`src/rtl/gpio_irq_pkg.sv`:
```
package gpio_irq_pkg;

    localparam int GPIO_W = 8;

    typedef enum logic [2:0] {
        RIDX_DIR    = 3'd0,
        RIDX_SENSE  = 3'd1,
        RIDX_BOTH   = 3'd2,
        RIDX_POLAR  = 3'd3,
        RIDX_ENABLE = 3'd4,
        RIDX_RAW    = 3'd5,
        RIDX_MASKED = 3'd6,
        RIDX_CLEAR  = 3'd7
    } reg_idx_t;

    typedef struct packed {
        logic [GPIO_W-1:0] dir;
        logic [GPIO_W-1:0] sense;
        logic [GPIO_W-1:0] both;
        logic [GPIO_W-1:0] polar;
        logic [GPIO_W-1:0] enable;
        logic [GPIO_W-1:0] dout;
    } gpio_cfg_t;

    typedef struct packed {
        logic smp;
        logic prev;
        logic held;
    } edge_state_t;

endpackage

```
`src/rtl/gpio_reg_file.sv`:
```
module gpio_reg_file
    import gpio_irq_pkg::*;
#(
    parameter int ADDR_W = 12
) (
    input  logic              clk,
    input  logic              rst_n,
    input  logic              psel,
    input  logic              penable,
    input  logic              pwrite,
    input  logic [ADDR_W-1:0] paddr,
    input  logic [GPIO_W-1:0] pwdata,
    input  logic [GPIO_W-1:0] pin_sample,
    input  logic [GPIO_W-1:0] raw_stat,
    output gpio_cfg_t         cfg,
    output logic [GPIO_W-1:0] clr_pulse,
    output logic [GPIO_W-1:0] prdata
);

    localparam int HI_W = ADDR_W - 10;

    gpio_cfg_t         cfg_d, cfg_q;
    logic              acc_wr;
    logic              in_data;
    logic              in_ctrl;
    reg_idx_t          sel;
    logic [GPIO_W-1:0] pin_mask;
    logic [GPIO_W-1:0] rd_val;
    logic [GPIO_W-1:0] pin_view;

    always_comb begin
        acc_wr    = psel & penable & pwrite;
        in_data   = (paddr[ADDR_W-1:10] == HI_W'(0));
        in_ctrl   = (paddr[ADDR_W-1:10] == HI_W'(1)) && (paddr[9:5] == 5'd0);
        sel       = reg_idx_t'(paddr[4:2]);
        pin_mask  = paddr[GPIO_W+1:2];
        pin_view  = (cfg_q.dir & cfg_q.dout) | (~cfg_q.dir & pin_sample);
        cfg_d     = cfg_q;
        clr_pulse = '0;
        rd_val    = '0;

        if (acc_wr && in_data) begin
            cfg_d.dout = (cfg_q.dout & ~(pin_mask & cfg_q.dir))
                       | (pwdata & pin_mask & cfg_q.dir);
        end
        if (acc_wr && in_ctrl) begin
            case (sel)
                RIDX_DIR:    cfg_d.dir    = pwdata;
                RIDX_SENSE:  cfg_d.sense  = pwdata;
                RIDX_BOTH:   cfg_d.both   = pwdata;
                RIDX_POLAR:  cfg_d.polar  = pwdata;
                RIDX_ENABLE: cfg_d.enable = pwdata;
                RIDX_CLEAR:  clr_pulse    = pwdata;
                default:     ;
            endcase
        end

        if (in_data) begin
            rd_val = pin_view & pin_mask;
        end else if (in_ctrl) begin
            case (sel)
                RIDX_DIR:    rd_val = cfg_q.dir;
                RIDX_SENSE:  rd_val = cfg_q.sense;
                RIDX_BOTH:   rd_val = cfg_q.both;
                RIDX_POLAR:  rd_val = cfg_q.polar;
                RIDX_ENABLE: rd_val = cfg_q.enable;
                RIDX_RAW:    rd_val = raw_stat;
                RIDX_MASKED: rd_val = raw_stat & cfg_q.enable;
                default:     rd_val = '0;
            endcase
        end
        prdata = (psel && !pwrite) ? rd_val : '0;
    end

    always_ff @(posedge clk) begin
        if (!rst_n) begin
            cfg_q <= '0;
        end else begin
            cfg_q <= cfg_d;
        end
    end

    assign cfg = cfg_q;

endmodule

```
`src/rtl/gpio_edge_cell.sv`:
```
module gpio_edge_cell
    import gpio_irq_pkg::*;
(
    input  logic clk,
    input  logic rst_n,
    input  logic pin,
    input  logic sense_lvl,
    input  logic both_edge,
    input  logic polar_hi,
    input  logic clr,
    output logic sample,
    output logic raw
);

    edge_state_t st_d, st_q;
    logic        rise;
    logic        fall;
    logic        trig;

    always_comb begin
        rise = st_q.smp & ~st_q.prev;
        fall = ~st_q.smp & st_q.prev;
        if (sense_lvl) begin
            trig = 1'b0;
        end else if (both_edge) begin
            trig = rise | fall;
        end else begin
            trig = polar_hi ? rise : fall;
        end

        st_d      = st_q;
        st_d.smp  = pin;
        st_d.prev = st_q.smp;
        st_d.held = sense_lvl ? 1'b0 : ((st_q.held & ~clr) | trig);

        sample = st_q.smp;
        raw    = sense_lvl ? ~(st_q.smp ^ polar_hi) : st_q.held;
    end

    always_ff @(posedge clk) begin
        if (!rst_n) begin
            st_q <= '0;
        end else begin
            st_q <= st_d;
        end
    end

endmodule

```
`src/rtl/gpio_irq_ctrl.sv`:
```
module gpio_irq_ctrl
    import gpio_irq_pkg::*;
#(
    parameter int ADDR_W = 12
) (
    input  logic              clk,
    input  logic              rst_n,
    input  logic              psel,
    input  logic              penable,
    input  logic              pwrite,
    input  logic [ADDR_W-1:0] paddr,
    input  logic [7:0]        pwdata,
    output logic [7:0]        prdata,
    input  logic [7:0]        pin_in,
    output logic [7:0]        pin_out,
    output logic [7:0]        pin_oe,
    output logic              irq_out
);

    gpio_cfg_t         cfg;
    logic [GPIO_W-1:0] clr_pulse;
    logic [GPIO_W-1:0] pin_sample;
    logic [GPIO_W-1:0] raw_stat;
    logic [GPIO_W-1:0] masked_stat;

    gpio_reg_file #(.ADDR_W(ADDR_W)) u_regs (
        .clk        (clk),
        .rst_n      (rst_n),
        .psel       (psel),
        .penable    (penable),
        .pwrite     (pwrite),
        .paddr      (paddr),
        .pwdata     (pwdata),
        .pin_sample (pin_sample),
        .raw_stat   (raw_stat),
        .cfg        (cfg),
        .clr_pulse  (clr_pulse),
        .prdata     (prdata)
    );

    for (genvar i = 0; i < GPIO_W; i++) begin : g_pin
        gpio_edge_cell u_cell (
            .clk       (clk),
            .rst_n     (rst_n),
            .pin       (pin_in[i]),
            .sense_lvl (cfg.sense[i]),
            .both_edge (cfg.both[i]),
            .polar_hi  (cfg.polar[i]),
            .clr       (clr_pulse[i]),
            .sample    (pin_sample[i]),
            .raw       (raw_stat[i])
        );
    end

    always_comb begin
        masked_stat = raw_stat & cfg.enable;
        irq_out     = |masked_stat;
        pin_out     = cfg.dout;
        pin_oe      = cfg.dir;
    end

endmodule

```
`config.mk`:
```
export PLATFORM = sky130hd
export DESIGN_NAME = gpio_irq_ctrl
export DESIGN_NICKNAME = d
export VERILOG_FILES = /design/src/rtl/gpio_irq_pkg.sv /design/src/rtl/gpio_reg_file.sv /design/src/rtl/gpio_edge_cell.sv /design/src/rtl/gpio_irq_ctrl.sv
export SDC_FILE = /design/constraint.sdc
export NUM_CORES = 1
export LEC_CHECK = 0
export BUFFER_PORTS_ARGS = -buffer_cell sky130_fd_sc_hd__buf_4
export CAP_MARGIN = 20
export CORE_ASPECT_RATIO = 1.25
export CORE_UTILIZATION = 25
export CTS_CLUSTER_DIAMETER = 40
export CTS_CLUSTER_SIZE = 8
export DETAILED_ROUTE_END_ITERATION = 8
export MAX_ROUTING_LAYER = met4
export PLACE_DENSITY_LB_ADDON = 0.1
export RECOVER_POWER = 25
export SKIP_LAST_GASP = 1
export SYNTH_ARGS = -nofsm -noshare
export SYNTH_HDL_FRONTEND = slang
export SYNTH_SLANG_ARGS = --single-unit
```
`constraint.sdc`:
```
create_clock -name clk -period 3.15 [get_ports clk]
set_input_delay 0.4725 -clock clk [delete_from_list [all_inputs] [get_ports clk]]
set_output_delay 0.4725 -clock clk [all_outputs]
set_load 0.01 [all_outputs]
```
**Word-level counts from Yosys, hierarchy flattened**

Index checks and enable logic that the tools add are counted.

- Bitwise logic cells: 95
- Multiplexer cells: 38
- Eq/ne operators: 8
- Reduce and logical (&&, ||, !) cells: 22

Operator list:

| cell | count |
|---|---|
| 8-bit AND | 8 |
| 8-bit case mux with 7 select lines | 1 |
| 8-bit 2-to-1 mux | 5 |
| 1-bit inverter | 33 |
| 1-bit 2-to-1 mux | 32 |
| 1-bit AND | 26 |
| 8-bit inverter | 2 |
| 1-bit OR | 16 |
| 8-bit OR | 2 |
| 2-bit OR reduction | 8 |
| 3-bit equality test, second input constant | 4 |
| 2-bit AND reduction | 5 |
| 8-bit OR reduction | 1 |
| 1-bit bitwise XOR | 8 |
| 3-bit by 2-bit equality test with 1-bit output, second input constant | 2 |
| 5-bit logical NOT | 1 |
| 1-bit logical AND | 4 |
| 3-bit by 1-bit equality test with 1-bit output, second input constant | 1 |
| 3-bit logical NOT | 1 |
| 2-bit by 1-bit equality test with 1-bit output, second input constant | 1 |
| 2-bit logical NOT | 1 |
| 1-bit logical NOT | 1 |

- Input port bits: 33
- Flip-flop bits (word level): 72
- Logic and storage cells: 193
- Output and inout port bits: 25

**Depth between registers and ports, before layout**

Gate-level depths: netlist of run 1.

- Depth in word-level cells: 8
- Mapped depth: 7

**Cells and area by module**

Synthesis of run 1 repeated with hierarchy kept, for this count alone.

- Cell total of the unflattened synthesis: 430
- Area, all modules: 4135.2 µm²

Modules (own cells, without submodules):

| module | area an instance (µm²) | times used | seq. area each (µm²) | cells an instance |
|---|---|---|---|---|
| gpio_reg_file | 2737.6 | 1 | 960.9 | 289 |
| gpio_edge_cell | 170.2 | 8 | 60.1 | 17 |
| gpio_irq_ctrl | 36.3 | 1 | 0.0 | 5 |

**Worst setup path after synthesis of run 1**

Ideal clock, no wire load.

- Path type: input port to output port
- Start point: input port paddr[11]
- End point: output port prdata[2]
- Path slack: 836 ps
- Data arrival time: 1842 ps
- Path buffers: 0
- Cell stages on the path: 5
- Required time: 2677 ps
- Cell sequence: or4b_4 -> nor3b_1 -> and3b_1 -> o21ai_0 -> a21oi_1

- Longest elaborated chain between the ends: 5

Ends and longest elaborated chain:

| element | RTL line | text |
|---|---|---|
| start, declared | gpio_irq_ctrl.sv:11 | `input logic [ADDR_W-1:0] paddr,` |
| 2-bit by 1-bit equality test with 1-bit output | gpio_reg_file.sv:34 | `in_ctrl = (paddr[ADDR_W-1:10] == HI_W'(1)) && (paddr[9:5] == 5'd0);` |
| 1-bit logical AND | gpio_reg_file.sv:34 |  |
| 8-bit 2-to-1 mux | gpio_reg_file.sv:60 | `end else if (in_ctrl) begin` |
| 8-bit 2-to-1 mux * | gpio_reg_file.sv:58 | `if (in_data) begin` |
| 8-bit 2-to-1 mux * | gpio_reg_file.sv:72 | `prdata = (psel && !pwrite) ? rd_val : '0;` |
| end, declared | gpio_irq_ctrl.sv:13 | `output logic [7:0] prdata,` |

Mark *: on every way between the ends. The rest lies on a longest branch, timed or not.

**Final worst setup path of run 1**

- Start point: input port paddr[11]
- End point: output port prdata[3]

Same word-level chain as after synthesis.

==> metrics.json, run 1 <==
{
  "floorplanning": {
    "placeableCoreArea_sq_um": 15600,
    "initial_utilization_pct": 25.8,
    "fp-row-count": 51,
    "die_outline_area_sq_um": 16600,
    "ioPinCount": 58,
    "die_boundary_height_um": 144,
    "die_width_um": 116
  },
  "grt": {
    "first_pass_grt_wire_length_um": 17700,
    "gr-total-overflow": 0,
    "grt_pass1_vias": 3136,
    "grt_start_max_net_pins": 81,
    "antenna_found_initial": 0,
    "globalRouteTotalUtil_pct": 15.0
  },
  "yosys": {
    "synth_area_sq_um": 4030,
    "netlist.top_cell.by_area": "sky130_fd_sc_hd__dfxtp_1",
    "synth_warnings": 0,
    "synth-seq-cells": 72,
    "cells_taking_the_most_area_after_synthesis": "sky130_fd_sc_hd__dfxtp_1 (36%), sky130_fd_sc_hd__mux2i_1 (15%), sky130_fd_sc_hd__nand2_1 (5.8%)",
    "number_of_nets_produced_by_synthesis": 503,
    "synth.top_cell.area_share_pct": 35.8,
    "synth_sequential_area_ratio_pct": 35.8,
    "netlist-cell-type-count": 39,
    "synthCells": 454,
    "syn_area_per_cell_sq_um": 8.87
  },
  "power": {
    "power.ir.vdd_worst_uv": 221,
    "total_power_density_per_cell_area_nw_per_um2": 422,
    "power.total_uw": 2020,
    "cellLeakagePower_uw": 0.00195
  },
  "clocking": {
    "cts_buffers": 9,
    "post_cts_buffers": 0,
    "clockRootBuffer": "sky130_fd_sc_hd__clkbuf_16",
    "htreeDepth": 3,
    "post_cts_hold_buffer_count": 0,
    "worst_skew_pair.late_latency_ns": 0.34,
    "clock_path_buffers": 2,
    "post_cts_resize_count": 0,
    "clkSlewWorstSetupHoldPaths_ns": 0.05,
    "cts_tree": "built",
    "numClockSinks": 72
  },
  "worst_setup_path": {
    "path_buf_inv": 2,
    "timing.critical_path.from": "paddr[11]",
    "setup.worst_path.class": "input port to output port",
    "critical_path.endpoint_type": "output port",
    "required_ns": 2.68,
    "critical-path-max-stage-delay_ns": 0.55,
    "timing.critical_path.from_type": "input port",
    "crit_path_top_delay_cell": "sky130_fd_sc_hd__or4b_4",
    "critical_path.max_fanout": 5,
    "cp.depth": 7,
    "cp_cell_sequence": "buf_4 -> or4b_4 -> nor3b_1 -> and3b_1 -> o221ai_1 -> o21ai_0 -> buf_4",
    "r2r-start": "g_pin[3].u_cell.sample",
    "ff2ff_path_depth": 7,
    "cpMostUsedCell": "sky130_fd_sc_hd__buf_4",
    "critPathArrivalTime_ns": 2.41,
    "crit_family": "simple AND/OR/NAND/NOR gates"
  },
  "sta": {
    "timing_hold_violations_final": 0,
    "final_min_period_over_clock_period_pct": 91.4,
    "rsz0062_at_grt": "false",
    "fin_setup_tns_ns": 0,
    "normalized_max_slew_margin_pct": -1.85,
    "layout_min_cycle_time_ns": 2.88,
    "achievable-frequency_mhz": 347,
    "finalSetupViolCount": 0,
    "fin_worst_hold_slack_ns": 0.342,
    "final-max-slew-violation-count": 81,
    "tightest_slew_ns": 1.53,
    "clock_skew_ns": 0.00600
  },
  "layout": {
    "seq_area_sq_um": 1440,
    "instances_no_fill": 708,
    "final_area_sq_um": 4780,
    "antenna-diode-count": 0,
    "drive_above_1_share_pct": 15.9,
    "final_common_cell": "sky130_fd_sc_hd__dfxtp_1",
    "layout.cells.most_common_list": "sky130_fd_sc_hd__dfxtp_1 (72), sky130_fd_sc_hd__nand2_1 (62), sky130_fd_sc_hd__mux2i_1 (61)",
    "areaGrowthSynthToFinish_pct": 18.7,
    "nets": 542,
    "final.fill_count": 1724,
    "multi_input_comb_area_sq_um": 2300
  },
  "detailed_routing": {
    "wl_per_cell_um": 16.1,
    "routed-via-count": 3230,
    "routed_wirelength_um": 11400,
    "drt_iter0_markers": 106,
    "drt-vias-per-instance": 4.56,
    "postRouteAntennaNets": 0,
    "drc_errors": 0,
    "first_pass_iters": 4
  },
  "status": {
    "status": "finished, violations left",
    "failed_checks": "max-capacitance violations, max-slew violations"
  },
  "worst_hold_path": {
    "holdPathStages": 2,
    "hold_path_class": "input port to flop",
    "hp-start": "pin_in[4]"
  },
  "placed_design": {
    "placed_cell_area_sq_um": 4550,
    "place.detailed.instances": 694,
    "numPortBuffers": 55,
    "detailedPlacementHpwl_um": 7890,
    "place.gp.congestion": 0.801
  },
  "run": {
    "max_capacitance_violation_count": 1
  }
}
==> synth_stat cells <==
cell / count
sky130_fd_sc_hd__nor2b_1: 37
sky130_fd_sc_hd__inv_1: 23
sky130_fd_sc_hd__and2_1: 16
sky130_fd_sc_hd__or3_4: 1
sky130_fd_sc_hd__or3_2: 1
sky130_fd_sc_hd__nor3b_1: 11
sky130_fd_sc_hd__mux2_2: 2
sky130_fd_sc_hd__nor2_1: 7
sky130_fd_sc_hd__or4_1: 1
sky130_fd_sc_hd__o2bb2ai_1: 1
sky130_fd_sc_hd__nand2_2: 3
sky130_fd_sc_hd__nand3b_1: 1
sky130_fd_sc_hd__a21boi_0: 1
sky130_fd_sc_hd__o31ai_1: 1
sky130_fd_sc_hd__nor4_1: 1
sky130_fd_sc_hd__buf_1: 2
sky130_fd_sc_hd__mux2i_1: 61
sky130_fd_sc_hd__o22ai_1: 9
sky130_fd_sc_hd__o21ai_0: 16
sky130_fd_sc_hd__nand2_1: 62
sky130_fd_sc_hd__a22oi_1: 1
sky130_fd_sc_hd__and3b_1: 1
sky130_fd_sc_hd__buf_6: 2
sky130_fd_sc_hd__nor3_4: 1
sky130_fd_sc_hd__ha_1: 16
sky130_fd_sc_hd__mux4_2: 4
sky130_fd_sc_hd__nand2b_1: 3
sky130_fd_sc_hd__or4b_4: 1
sky130_fd_sc_hd__buf_4: 16
sky130_fd_sc_hd__o221ai_1: 3
sky130_fd_sc_hd__xnor2_1: 8
sky130_fd_sc_hd__nor4b_1: 1
sky130_fd_sc_hd__a21oi_1: 22
sky130_fd_sc_hd__nand3_1: 14
sky130_fd_sc_hd__clkbuf_1: 12
sky130_fd_sc_hd__a211oi_1: 14
sky130_fd_sc_hd__o211ai_1: 1
sky130_fd_sc_hd__nor3_1: 5
sky130_fd_sc_hd__dfxtp_1: 72
==> sequential cells by signal (all words and copies together), names as in the netlist <==
signal	flops
g_pin.u_cell.sample	8
g_pin.u_cell.st_q	16
u_regs.cfg	48
==> worst paths after layout <==
check	end	slack [ns]
setup / recovery	prdata[3]	0.27
hold / removal	g_pin[4].u_cell.sample	0.34
hold reg to reg	u_regs.cfg[15]	0.46
setup reg to reg	g_pin[3].u_cell.st_q[0]	1.78
==> layout make-up <==
class / instances / area share [%]
multi-input cells: 327 / 48.2
well taps: 212 / 5.55
inverters: 23 / 1.81
clock buffers: 13 / 5.23
flip-flops and latches: 72 / 30.1
repair buffers: 60 / 8.98
clock inverters: 1 / 0.105
==> through the flow <==
step / setup WS [ns] / util [%]
global placement: 0.284 / 29.1
detailed placement: 0.294 / 29.1
global route: 0.182 / 30.6
floorplan: 0.836 / -
CTS: 0.285 / 30.7
finish: 0.271 / 30.6
==> power by group <==
group | total, uW | switching (uW) | internal [uW]
Combinational | 163 | 92.4 | 70.3
Sequential | 936 | 10.5 | 926
Clock | 917 | 372 | 545
==> per-layer routing <==
layer	global-route usage [%]	part of all wire, %	vias up
li1	-	-	1634
met1	19.3	48	1536
met2	23.1	47	48
met3	2.87	3.1	12
met4	5.47	1.4	0
met5	-	0	-
==> kinds of logic (layout without fill, tap and decap cells) <==
group / Yosys count / count (layout) / share of synthesized area (%)
muxes: 67 / 67 / 18.0
DFF: 72 / 72 / 35.8
and+or+nand+nor: 167 / 167 / 22.2
AOI/OAI and AO/OA: 69 / 69 / 10.3
adders and majority gates: 16 / 16 / 4.97
buffers and inverters: 55 / 97 / 6.99
xor gates and xnor gates: 8 / 8 / 1.74
Power figures use the tool's default switching activity.
==> run 2: changes to the inputs <==
--- a/config.mk
+++ b/config.mk
@@ -8,6 +8,7 @@
 export BUFFER_PORTS_ARGS = -buffer_cell sky130_fd_sc_hd__buf_4
 export CAP_MARGIN = 20
 export CORE_ASPECT_RATIO = 1.25
+export CORE_MARGIN = 4
 export CORE_UTILIZATION = 25
 export CTS_CLUSTER_DIAMETER = 40
 export CTS_CLUSTER_SIZE = 8
==> metrics.json, run 2 (synthesis gave the netlist of run 1 again) <==
{
  "floorplanning": {
    "die_outline_area_sq_um": 18200,
    "placeableCoreArea_sq_um": 15700,
    "initial_utilization_pct": 25.6,
    "die_width_um": 122,
    "fp-row-count": 51,
    "die_boundary_height_um": 150,
    "ioPinCount": 58
  },
  "clocking": {
    "htreeDepth": 3,
    "clock_path_buffers": 2,
    "cts_buffers": 9,
    "clockRootBuffer": "sky130_fd_sc_hd__clkbuf_16",
    "clkSlewWorstSetupHoldPaths_ns": 0.06,
    "numClockSinks": 72,
    "post_cts_buffers": 0,
    "post_cts_resize_count": 0,
    "worst_skew_pair.late_latency_ns": 0.34,
    "post_cts_hold_buffer_count": 0,
    "cts_tree": "built"
  },
  "placed_design": {
    "place.detailed.instances": 694,
    "detailedPlacementHpwl_um": 7970,
    "numPortBuffers": 55,
    "place.gp.congestion": 0.750
  },
  "detailed_routing": {
    "routed-via-count": 3279,
    "wl_per_cell_um": 16.1,
    "postRouteAntennaNets": 0,
    "drt_iter0_markers": 108,
    "drc_errors": 0,
    "first_pass_iters": 4,
    "routed_wirelength_um": 11400,
    "drt-vias-per-instance": 4.62
  },
  "worst_setup_path": {
    "critical_path.max_fanout": 5,
    "r2r_setup_slack_ns": 1.79,
    "timing.critical_path.to": "prdata[7]",
    "critPathArrivalTime_ns": 2.35,
    "timing.critical_path.from_type": "input port",
    "critical_path.endpoint_type": "output port",
    "required_ns": 2.68,
    "endpoint_of_the_worst_register_to_register_path": "g_pin[5].u_cell.st_q[0]",
    "timing.critical_path.from": "paddr[11]",
    "r2r-start": "g_pin[5].u_cell.sample",
    "ff2ff_path_depth": 7,
    "setup.worst_path.class": "input port to output port"
  },
  "sta": {
    "final-max-slew-violation-count": 81,
    "tightest_slew_ns": 1.52,
    "finalSetupViolCount": 0,
    "achievable-frequency_mhz": 354,
    "final_min_period_over_clock_period_pct": 89.8,
    "fin_worst_hold_slack_ns": 0.336,
    "normalized_max_slew_margin_pct": -1.42,
    "fin_setup_tns_ns": 0,
    "layout_min_cycle_time_ns": 2.83,
    "timing_hold_violations_final": 0,
    "clock_skew_ns": 0.00584,
    "rsz0062_at_grt": "false"
  },
  "power": {
    "total_power_density_per_cell_area_nw_per_um2": 468,
    "power.ir.vdd_worst_uv": 192,
    "cellLeakagePower_uw": 0.00200
  },
  "layout": {
    "areaGrowthSynthToFinish_pct": 21.0,
    "instances_no_fill": 709,
    "antenna-diode-count": 0,
    "nets": 542,
    "final_common_cell": "sky130_fd_sc_hd__dfxtp_1",
    "layout.cells.most_common_list": "sky130_fd_sc_hd__dfxtp_1 (72), sky130_fd_sc_hd__nand2_1 (62), sky130_fd_sc_hd__mux2i_1 (61)",
    "largest_register_ff_count": 48,
    "drive_above_1_share_pct": 16.9
  },
  "grt": {
    "antenna_found_initial": 0,
    "globalRouteTotalUtil_pct": 13.4,
    "gr-total-overflow": 0,
    "grt_start_max_net_pins": 81,
    "grt_pass1_vias": 3228,
    "first_pass_grt_wire_length_um": 18000
  },
  "status": {
    "status": "finished, violations left",
    "failed_checks": "max-capacitance violations, max-slew violations"
  },
  "worst_hold_path": {
    "holdPathStages": 2,
    "hold_path_class": "input port to flop"
  },
  "run": {
    "max_capacitance_violation_count": 1
  }
}
-- run 2: changes by cell type in the layout (fill, tap and decap cells not counted) --
cell and change:
sky130_fd_sc_hd__and2_0 +4, sky130_fd_sc_hd__and2_1 -4, sky130_fd_sc_hd__buf_4 +3, sky130_fd_sc_hd__bufinv_16 +3, sky130_fd_sc_hd__clkbuf_1 -4, sky130_fd_sc_hd__clkinv_2 -1
-- run 2: cell type report --
| cell class | instances | area [sq um] |
|---|---|---|
| Clock buffer | 12 | 246 |
| Clock inverter | 3 | 90.1 |
| Fill cell | 1706 | 10800 |
| Inverter | 23 | 86.3 |
| Multi-Input combinational cell | 327 | 2300 |
| Sequential cell | 72 | 1440 |
| Tap cell | 212 | 265 |
| Timing Repair Buffer | 60 | 440 |
-- run 2: worst min-delay path by stage --
stage,startpoint,endpoint,slack [ns]
2_1_floorplan,u_regs.cfg[11],u_regs.cfg[11],0.44
3_3_place_gp,u_regs.cfg[9],u_regs.cfg[9],0.45
3_5_place_dp,u_regs.cfg[15],u_regs.cfg[15],0.46
4_1_cts,pin_in[2],g_pin[2].u_cell.sample,0.31
5_1_grt,pin_in[2],g_pin[2].u_cell.sample,0.34
6_report,pin_in[2],g_pin[2].u_cell.sample,0.34
-- run 2: critical path, cell delays in order --
cell	delay, ns
sky130_fd_sc_hd__buf_4	0.12
sky130_fd_sc_hd__or4b_4	0.55
sky130_fd_sc_hd__nor3b_1	0.37
sky130_fd_sc_hd__and3b_1	0.35
sky130_fd_sc_hd__o221ai_1	0.14
sky130_fd_sc_hd__o21ai_0	0.16
sky130_fd_sc_hd__buf_4	0.19
-- run 2: metal layers --
layer | vias to the layer above | GRT usage (%) | wire length [um]
met5 | - | - | 0
met4 | 0 | 5.66 | 220
met3 | 14 | 2.61 | 455
met2 | 69 | 20.3 | 5280
met1 | 1555 | 17.4 | 5440
li1 | 1641 | - | -
-- run 2: power breakdown --
part	internal [uW]	switching, uW
Clock	792	393
Sequential	925	10.9
Combinational	69.0	92.4
-- run 2: through the flow --
step / worst slack [ns] / util, % / area, sq um / total power [uW]
4_1_cts: 0.256 / 31.1 / 4880 / 2330
5_1_grt: 0.162 / 31.0 / 4870 / 2370
3_3_place_gp: 0.292 / 29.0 / 4550 / 1120
6_report: 0.323 / 31.0 / 4870 / 2280
2_1_floorplan: 0.836 / - / 4030 / 1050
3_5_place_dp: 0.258 / 29.0 / 4550 / 1120
==> run 3: changes to the inputs <==
==> constraint.sdc (replaced) <==
create_clock -name clk -period 3.15 [get_ports clk]
set_input_delay 0.4725 -clock clk [delete_from_list [all_inputs] [get_ports clk]]
set_output_delay 0.4725 -clock clk [all_outputs]
set_load 0.005 [all_outputs]
==> metrics.json, run 3 (synthesis gave the netlist of run 1 again) <==
{
  "status": {
    "status": "finished, violations left",
    "failed_checks": "max-capacitance violations, max-slew violations"
  },
  "worst_hold_path": {
    "holdPathStages": 2,
    "hold_path_class": "input port to flop"
  },
  "detailed_routing": {
    "first_pass_iters": 5,
    "routed_wirelength_um": 11500,
    "drc_errors": 0,
    "drt-vias-per-instance": 4.58,
    "wl_per_cell_um": 16.2,
    "postRouteAntennaNets": 0,
    "routed-via-count": 3244,
    "drt_iter0_markers": 135
  },
  "sta": {
    "achievable-frequency_mhz": 352,
    "clock_skew_ns": 0.00515,
    "finalSetupViolCount": 0,
    "normalized_max_slew_margin_pct": -1.27,
    "tightest_slew_ns": 1.52,
    "final_min_period_over_clock_period_pct": 90.3,
    "timing_hold_violations_final": 0,
    "layout_min_cycle_time_ns": 2.84,
    "final-max-slew-violation-count": 81,
    "fin_setup_tns_ns": 0,
    "rsz0062_at_grt": "false"
  },
  "placed_design": {
    "place.detailed.instances": 694,
    "numPortBuffers": 55,
    "place.gp.congestion": 0.748,
    "detailedPlacementHpwl_um": 8050
  },
  "worst_setup_path": {
    "timing.critical_path.from_type": "input port",
    "setup.worst_path.class": "input port to output port",
    "critical_path.max_fanout": 5,
    "ff2ff_path_depth": 7,
    "critical_path.endpoint_type": "output port",
    "critPathArrivalTime_ns": 2.37,
    "required_ns": 2.68
  },
  "floorplanning": {
    "die_boundary_height_um": 150,
    "ioPinCount": 58,
    "fp-row-count": 51,
    "die_width_um": 122,
    "die_outline_area_sq_um": 18200,
    "initial_utilization_pct": 25.6,
    "placeableCoreArea_sq_um": 15700
  },
  "power": {
    "seq_power_share_pct": 45.5,
    "switching_power_uw": 493,
    "share_clk_of_total_power_pct": 46.6,
    "cellLeakagePower_uw": 0.00197,
    "sw_frac_of_total_pct": 24.0,
    "internal_power_uw": 1560,
    "combinationalPowerShare_pct": 7.9,
    "total_power_density_per_cell_area_nw_per_um2": 427,
    "power.ir.vdd_worst_uv": 200
  },
  "layout": {
    "instances_no_fill": 709,
    "antenna-diode-count": 0,
    "largest_register_ff_count": 48,
    "nets": 542,
    "drive_above_1_share_pct": 17.3,
    "areaGrowthSynthToFinish_pct": 19.6,
    "final_common_cell": "sky130_fd_sc_hd__dfxtp_1",
    "final.fill_count": 1728,
    "layout.cells.most_common_list": "sky130_fd_sc_hd__dfxtp_1 (72), sky130_fd_sc_hd__nand2_1 (62), sky130_fd_sc_hd__mux2i_1 (61)"
  },
  "grt": {
    "globalRouteTotalUtil_pct": 13.3,
    "first_pass_grt_wire_length_um": 18000,
    "antenna_found_initial": 0,
    "gr-total-overflow": 0,
    "grt_pass1_vias": 3229,
    "grt_start_max_net_pins": 81
  },
  "clocking": {
    "worst_skew_pair.late_latency_ns": 0.34,
    "cts_buffers": 9,
    "post_cts_buffers": 0,
    "clock_path_buffers": 2,
    "clkSlewWorstSetupHoldPaths_ns": 0.06,
    "numClockSinks": 72,
    "clockRootBuffer": "sky130_fd_sc_hd__clkbuf_16",
    "htreeDepth": 3,
    "cts_tree": "built",
    "post_cts_resize_count": 0,
    "post_cts_hold_buffer_count": 0
  },
  "run": {
    "max_capacitance_violation_count": 1
  }
}
run 3: path summary, 6_finish.rpt:
path,startpoint,end,slack [ns]
setup / recovery,paddr[11],prdata[2],0.31
hold / removal,pin_in[6],g_pin[6].u_cell.sample,0.34
setup reg to reg,g_pin[5].u_cell.sample,g_pin[5].u_cell.st_q[0],1.78
hold reg to reg,u_regs.cfg[15],u_regs.cfg[15],0.47
run 3: worst max-delay path, cell delays in order:
cell and delay, ns:
sky130_fd_sc_hd__buf_4 0.12, sky130_fd_sc_hd__or4b_4 0.55, sky130_fd_sc_hd__nor3b_1 0.39, sky130_fd_sc_hd__and3b_1 0.35, sky130_fd_sc_hd__o21ai_0 0.13, sky130_fd_sc_hd__a21oi_1 0.21, sky130_fd_sc_hd__buf_4 0.15
run 3: through the flow:
| step | area (sq um) | worst slack [ns] | util [%] | hold WS [ns] | total power [uW] |
|---|---|---|---|---|---|
| floorplan | 4030 | 0.906 | - | 0.439 | 1050 |
| global placement | 4550 | 0.303 | 29.0 | 0.451 | 1120 |
| detailed placement | 4550 | 0.255 | 29.0 | 0.463 | 1120 |
| CTS | 4820 | 0.250 | 30.7 | 0.327 | 2100 |
| global route | 4810 | 0.206 | 30.7 | 0.335 | 2160 |
| finish | 4810 | 0.306 | 30.7 | 0.339 | 2060 |
run 3: power groups by stage:
stage               clock (uW)  sequential, uW  combinational, uW
floorplan                    0             954               96.0
global placement             0             956                164
detailed placement           0             957                164
CTS                       1000             936                165
global route              1040             938                181
finish                     959             936                162
run 3: metal layers:
metal	up-vias	part of all wire, %	GRT usage, %	wire length, um
met5	-	0	-	0
met4	0	1.3	4.37	145
met3	8	4.5	2.57	513
met2	62	47	20.5	5390
met1	1543	47	17.7	5440
li1	1631	-	-	-
run 3: final cells by class:
cell class | instances | area, sq um | area share [%]
Multi-Input combinational cell | 327 | 2300 | 47.8
Sequential cell | 72 | 1440 | 29.9
Timing Repair Buffer | 60 | 444 | 9.23
Tap cell | 212 | 265 | 5.51
Clock buffer | 12 | 256 | 5.33
Inverter | 23 | 86.3 | 1.79
Clock inverter | 3 | 17.5 | 0.364
